**src/rtl/onewire_pkg.sv**
```systemverilog
package onewire_pkg;

    localparam logic [2:0] ADDR_CTRL = 3'd0;
    localparam logic [2:0] ADDR_DIV  = 3'd2;
    localparam logic [2:0] ADDR_HOLD = 3'd4;

    // bit positions in the command/status byte
    localparam int BIT_BUSRST = 7;
    localparam int BIT_ANSWER = 6;
    localparam int BIT_LOW    = 5;
    localparam int BIT_SAMPLE = 4;
    localparam int BIT_LEVEL  = 3;

    // timing in microsecond ticks
    localparam int T_RST_LOW   = 511;
    localparam int T_RST_LISTEN = 512;
    localparam int T_SLOT      = 60;
    localparam int T_SHORT_LOW = 1;
    localparam int T_SAMPLE    = 15;

    typedef enum logic [2:0] {
        ST_IDLE, ST_RST_LOW, ST_RST_LISTEN, ST_LOW_SLOT, ST_SAMPLE_SLOT
    } ow_state_e;

    typedef enum logic [1:0] {
        CMD_NONE, CMD_BUSRST, CMD_LOW, CMD_SAMPLE
    } ow_cmd_e;

    typedef struct packed {
        logic busrst_busy;
        logic answer;
        logic low_busy;
        logic sample_busy;
        logic level;
    } ow_status_t;

    function automatic ow_cmd_e pick_cmd(input logic [7:0] wd);
        if (wd[BIT_BUSRST])      return CMD_BUSRST;
        else if (wd[BIT_LOW])    return CMD_LOW;
        else if (wd[BIT_SAMPLE]) return CMD_SAMPLE;
        else                     return CMD_NONE;
    endfunction

endpackage

```
**src/rtl/ow_prescaler.sv**
```systemverilog
module ow_prescaler #(
    parameter int DIV_W = 8
) (
    input  logic             clk,
    input  logic             rst,
    input  logic             restart,
    input  logic [DIV_W-1:0] divisor,
    output logic             tick
);
    logic [DIV_W-1:0] cnt;

    assign tick = (cnt >= divisor);

    always_ff @(posedge clk) begin
        if (rst || restart || tick) cnt <= '0;
        else                        cnt <= cnt + 1'b1;
    end
endmodule

```
**src/rtl/ow_slot_engine.sv**
```systemverilog
module ow_slot_engine
    import onewire_pkg::*;
#(
    parameter int RST_LOW    = T_RST_LOW,
    parameter int RST_LISTEN = T_RST_LISTEN,
    parameter int SLOT       = T_SLOT,
    parameter int SHORT_LOW  = T_SHORT_LOW,
    parameter int SAMPLE_AT  = T_SAMPLE,
    localparam int CNT_W     = $clog2(RST_LISTEN + 1)
) (
    input  logic       clk,
    input  logic       clr,
    input  ow_cmd_e    cmd,
    input  logic       tick,
    input  logic       line_in,
    output logic       accept,
    output logic       line_oe,
    output ow_status_t status
);
    ow_state_e        state;
    logic [CNT_W-1:0] cnt;
    logic             answer_q;
    logic             level_q;

    assign accept = !clr && (state == ST_IDLE) && (cmd != CMD_NONE);

    assign line_oe = (state == ST_RST_LOW) || (state == ST_LOW_SLOT) ||
                     ((state == ST_SAMPLE_SLOT) && (cnt < CNT_W'(SHORT_LOW)));

    assign status = '{busrst_busy: (state == ST_RST_LOW) || (state == ST_RST_LISTEN),
                      answer:      answer_q,
                      low_busy:    (state == ST_LOW_SLOT),
                      sample_busy: (state == ST_SAMPLE_SLOT),
                      level:       level_q};

    always_ff @(posedge clk) begin
        if (clr) begin
            state    <= ST_IDLE;
            cnt      <= '0;
            answer_q <= 1'b0;
            level_q  <= 1'b0;
        end else begin
            unique case (state)
                ST_IDLE: begin
                    cnt <= '0;
                    unique case (cmd)
                        CMD_BUSRST: begin
                            state    <= ST_RST_LOW;
                            answer_q <= 1'b0;
                        end
                        CMD_LOW:    state <= ST_LOW_SLOT;
                        CMD_SAMPLE: state <= ST_SAMPLE_SLOT;
                        default:    state <= ST_IDLE;
                    endcase
                end
                ST_RST_LOW: if (tick) begin
                    if (cnt == CNT_W'(RST_LOW - 1)) begin
                        state <= ST_RST_LISTEN;
                        cnt   <= '0;
                    end else cnt <= cnt + 1'b1;
                end
                ST_RST_LISTEN: begin
                    if (!line_in) answer_q <= 1'b1;
                    if (tick) begin
                        if (cnt == CNT_W'(RST_LISTEN - 1)) state <= ST_IDLE;
                        else cnt <= cnt + 1'b1;
                    end
                end
                ST_LOW_SLOT: if (tick) begin
                    if (cnt == CNT_W'(SLOT - 1)) state <= ST_IDLE;
                    else cnt <= cnt + 1'b1;
                end
                ST_SAMPLE_SLOT: if (tick) begin
                    if (cnt == CNT_W'(SAMPLE_AT - 1)) level_q <= line_in;
                    if (cnt == CNT_W'(SLOT - 1)) state <= ST_IDLE;
                    else cnt <= cnt + 1'b1;
                end
                default: state <= ST_IDLE;
            endcase
        end
    end
endmodule

```
**src/rtl/onewire_master.sv**
```systemverilog
module onewire_master
    import onewire_pkg::*;
#(
    parameter int         DIV_W    = 8,
    parameter logic [7:0] DIV_INIT = 8'd99
) (
    input  logic       clk,
    input  logic       rst,
    input  logic [2:0] bus_addr,
    input  logic       bus_wr,
    input  logic [7:0] bus_wdata,
    output logic [7:0] bus_rdata,
    output logic       line_oe,
    input  logic       line_in
);
    logic [DIV_W-1:0] divisor;
    logic             soft_rst;
    logic             tick;
    logic             accept;
    ow_cmd_e          cmd;
    ow_status_t       st;
    logic [2:0]       busy_vec;
    logic [7:0]       ctrl_byte;

    always_ff @(posedge clk) begin
        if (rst) begin
            divisor  <= DIV_W'(DIV_INIT);
            soft_rst <= 1'b0;
        end else if (bus_wr) begin
            if (bus_addr == ADDR_DIV)  divisor  <= DIV_W'(bus_wdata);
            if (bus_addr == ADDR_HOLD) soft_rst <= bus_wdata[0];
        end
    end

    assign cmd = (bus_wr && bus_addr == ADDR_CTRL && !soft_rst) ?
                 pick_cmd(bus_wdata) : CMD_NONE;

    ow_prescaler #(.DIV_W(DIV_W)) u_presc (
        .clk     (clk),
        .rst     (rst || soft_rst),
        .restart (accept),
        .divisor (divisor),
        .tick    (tick)
    );

    ow_slot_engine u_engine (
        .clk     (clk),
        .clr     (rst || soft_rst),
        .cmd     (cmd),
        .tick    (tick),
        .line_in (line_in),
        .accept  (accept),
        .line_oe (line_oe),
        .status  (st)
    );

    assign busy_vec = {st.busrst_busy, st.low_busy, st.sample_busy};

    always_comb begin
        ctrl_byte             = 8'h00;
        ctrl_byte[BIT_BUSRST] = st.busrst_busy;
        ctrl_byte[BIT_ANSWER] = st.answer;
        ctrl_byte[BIT_LOW]    = st.low_busy;
        ctrl_byte[BIT_SAMPLE] = st.sample_busy;
        ctrl_byte[BIT_LEVEL]  = st.level;
        unique case (bus_addr)
            ADDR_CTRL: bus_rdata = ctrl_byte;
            ADDR_DIV:  bus_rdata = 8'(divisor);
            ADDR_HOLD: bus_rdata = {7'b0, soft_rst};
            default:   bus_rdata = 8'h00;
        endcase
    end
endmodule

```
**config.mk**
```make
export PLATFORM = sky130hd
export DESIGN_NAME = onewire_master
export DESIGN_NICKNAME = d
export VERILOG_FILES = /design/src/rtl/onewire_pkg.sv /design/src/rtl/ow_prescaler.sv /design/src/rtl/ow_slot_engine.sv /design/src/rtl/onewire_master.sv
export SDC_FILE = /design/constraint.sdc
export NUM_CORES = 1
export LEC_CHECK = 0
export CORE_MARGIN = 2
export CORE_UTILIZATION = 40
export CTS_BUF_LIST = sky130_fd_sc_hd__clkbuf_8 sky130_fd_sc_hd__clkbuf_16
export DETAILED_ROUTE_END_ITERATION = 12
export PLACE_DENSITY_LB_ADDON = 0.08
export RECOVER_POWER = 50
export SLEW_MARGIN = 20
export SYNTH_ARGS = -nofsm -noshare
export SYNTH_HDL_FRONTEND = slang
export SYNTH_SLANG_ARGS = --single-unit
```
**constraint.sdc**
```tcl
create_clock -name clk -period 3.4 [get_ports clk]
set_clock_uncertainty 0.15 [all_clocks]
set_input_delay 0.68 -clock clk [delete_from_list [all_inputs] [get_ports clk]]
set_output_delay 0.68 -clock clk [all_outputs]
set_load 0.1 [all_outputs]
```
==> metrics.yaml <==
layout:
  drive_gt1_frac: 0.105
  layout-area-overhead-vs-synth_pct: 21.3
  final_net_count: 307
  antenna_cells: 0
sta:
  timing.final.max_slew_violations: 0
  setup_viol: 0
  setup_tns_ns: 0
  max_slew_margin: 0.622
  finalWorstPathRequiredPeriod_ns: 2.90
  rsz0062_at_grt: "no"
  finalCritPeriodShare: 0.854
  tightestPinTransition_ns: 0.562
  achievable-frequency_mhz: 345
  finalHoldViolations: 0
  setup_slack_ns: 0.497
pwr:
  internal_power_mw: 0.635
  net-switching-power_mw: 0.296
  power_leakage_nw: 1.00
  power.combinational.fraction: 0.226
  worst_ir_drop_vdd_v: 0.000259
  switching_share: 0.318
  totalPowerFinal_mw: 0.931
  pwr-share-clk: 0.331
  power.density_nw_per_um2: 365
  power.sequential.fraction: 0.443
floorplan:
  boundaryPins: 24
  design.die.area_um2: 5850
  die_width_um: 76.5
  row_count: 26
  effective_utilization_at_floorplan: 0.414
  die_y_um: 76.5
  core-area_um2: 5070
synthesis:
  yosysTopAreaCellShare: 0.305
  synth_cell_type_count: 58
  cell_accounting_for_the_most_synthesized_area: "dfxtp_1"
  ys_seq_elements: 32
  number_of_flops_mapped_to_enable_cells_by_yosys: 0
  synth_seq_area_share: 0.305
  netlist_area_um2: 2100
  synthesis.instances: 254
  synthesis.yosys.warnings: 0
  syn_area_per_cell_um2: 8.27
  ys.flop_type: "dfxtp_1"
  synth_top_cells_by_area: "dfxtp_1 30%, ha_1 9.5%, nor2_1 4.5%"
  synth_nets: 285
  synth_common_cells: "32 x dfxtp_1, 25 x nor2_1, 19 x nand2_1"
  synth-async-reset-ratio: 0
  synth_most_common_cell: "dfxtp_1"
worst_setup_path:
  cp_slowest_cell: "dlygate4sd3_1"
  required_arrival_time_at_the_worst_endpoint_ns: 2.57
  critical_path_class: "primary input to output port"
  crit_arrival_ns: 2.07
  critPathTopFamily: "buffers and inverters"
  critPathMaxFanout: 5
  cp-end-kind: "output port"
  crit_chain: "dlygate4sd3_1, nor3_1, buf_4, a32o_1, buf_12"
  critical_path.startpoint_type: "primary input"
  critPathBufInv: 3
  cpPeakStageDelay_ns: 0.59
clocking:
  clk_pin_slew_worst_paths_ns: 0.07
  post-cts-setup-buffers: 0
  clock_tree.root_cell: "clkbuf_8"
  numCtsBuffers: 5
  ctsHtreeMaxLevel: 2
  clkLatencyLatePin_ns: 0.29
  clock_tree_from_tritoncts: "built"
  cts_resized: 0
  cts.sinks: 32
  ctsLongestPathBuffers: 2
  cts.hold.buffers_added: 0
routing:
  viasPerCell: 5.42
  firstDrtPassIters: 4
  wl_per_cell_um: 14.5
  detail_route.iter0.violations: 140
  detail-route-antenna-nets: 0
  route.vias.total: 1882
  drcViolationCount: 0
  wl_mm: 5.04
global_routing:
  grt_first_pass_wirelength_mm: 8.51
  groute.usage.overall: 0.182
  grt-ovfl-total: 0
  number_of_global_route_vias_before_repair: 1729
  grt_max_degree: 16
  grt_antenna_before_repair: 0
outcome:
  status: "complete, no violations"
placed_design:
  detailedPlacementHpwl_mm: 3.74
  post-place-ws_ns: 0.497
  globalplace.congestion: 0.832
  buffer_ports.inserted: 23
flow_run:
  max_cap_viol_count: 0
worst_hold_path:
  worst_hold_path_type: "flop to flop"
-- worst register-to-register path, cell delays in order, from the launching register on --
cell	delay [ns]
dfxtp_1	0.43
ha_1	0.30
nand3_1	0.29
o31a_1	0.40
or4_1	0.69
and3_4	0.24
a221o_1	0.28
-- per-layer routing --
layer  share of wire  vias to the layer above  GRT usage
met5               0                        -          0
met3           0.040                        4     0.0355
met2            0.42                       40      0.250
li1                -                      989          -
met4           0.012                        0     0.0655
met1            0.53                      849      0.275
-- sequential cells by signal, indices dropped and copies added (netlist names) --
register,count
u_presc.cnt,8
u_engine.answer_q,1
divisor,8
soft_rst,1
u_engine.state,3
u_engine.level_q,1
u_engine.cnt,10
-- worst paths after layout --
check	start	end	slack, ns	cells past startpoint
worst min register to register	u_presc.cnt[0]$_SDFF_PP0_	u_presc.cnt[0]$_SDFF_PP0_	0.33	1
worst min-delay path	u_presc.cnt[0]$_SDFF_PP0_	u_presc.cnt[0]$_SDFF_PP0_	0.33	1
worst max-delay path	bus_addr[2]	bus_rdata[7]	0.50	5
worst max register to register	u_engine.cnt[1]$_SDFFE_PP0P_	u_engine.cnt[3]$_SDFFE_PP0P_	0.51	6
-- power by group through the flow --
stage	clock, mW	sequential (mW)	combinational (mW)
floorplan	0	0.406	0.154
global placement	0	0.421	0.211
detailed placement	0	0.421	0.211
CTS	0.315	0.412	0.212
global route	0.330	0.417	0.234
finish	0.308	0.413	0.210
-- cell usage in the layout (no fill, tap or decap), drive strengths merged, types with 3 or more instances in the layout --
cell type      synthesis  final
a22o                   3      3
a21oi                 14     14
nand4                  3      3
o21ai                  9      9
nor3b                  3      3
a221o                  4      4
nor4                   3      3
nand3                 10     10
a211oi                 3      3
clkdlybuf4s50          0     13
a211o                  3      3
and4                   3      3
inv                   18     18
o31a                   3      3
buf                    6     13
and2                   3      3
and3                   5      5
o31ai                  4      4
nand2                 19     19
nor2                  25     25
dfxtp                 32     32
or3                    4      4
xnor2                  3      3
clkbuf                 6      6
nand3b                 5      5
a32o                   4      4
ha                    16     16
xor2                   5      5
nor2b                  3      3
nand2b                 3      3
nor3                   5      5
-- kinds of logic (layout without fill, tap and decap cells) --
family	Yosys count	in the layout	share of synthesized area
XOR/XNOR	8	8	0.0334
AO/OA/AOI/OAI	64	64	0.227
adder cells (fa/ha/maj)	16	16	0.0953
AND/OR/NAND/NOR	102	102	0.267
multiplexers	2	2	0.0101
buffers and inverters	30	53	0.0619
flip-flops	32	32	0.305
-- stage by stage --
| stage | hold slack, ns | std cells | cell area (um2) | utilization |
|---|---|---|---|---|
| floorplan | 0.276 | 254 | 2100 | - |
| global placement | 0.302 | 339 | 2460 | 0.485 |
| detailed placement | 0.322 | 339 | 2460 | 0.485 |
| CTS | 0.334 | 347 | 2560 | 0.504 |
| global route | 0.353 | 347 | 2550 | 0.502 |
| finish | 0.329 | 347 | 2550 | 0.502 |
-- area by class of cell --
class | count | area (um2)
clock inverter | 2 | 10.0
tap | 70 | 87.6
timing repair buffer | 27 | 338
inverter | 18 | 67.6
clock buffer | 6 | 82.6
multi-input combinational | 192 | 1320
sequential | 32 | 641
fill | 521 | 2530
No activity file was read; power rests on OpenSTA's default activity.
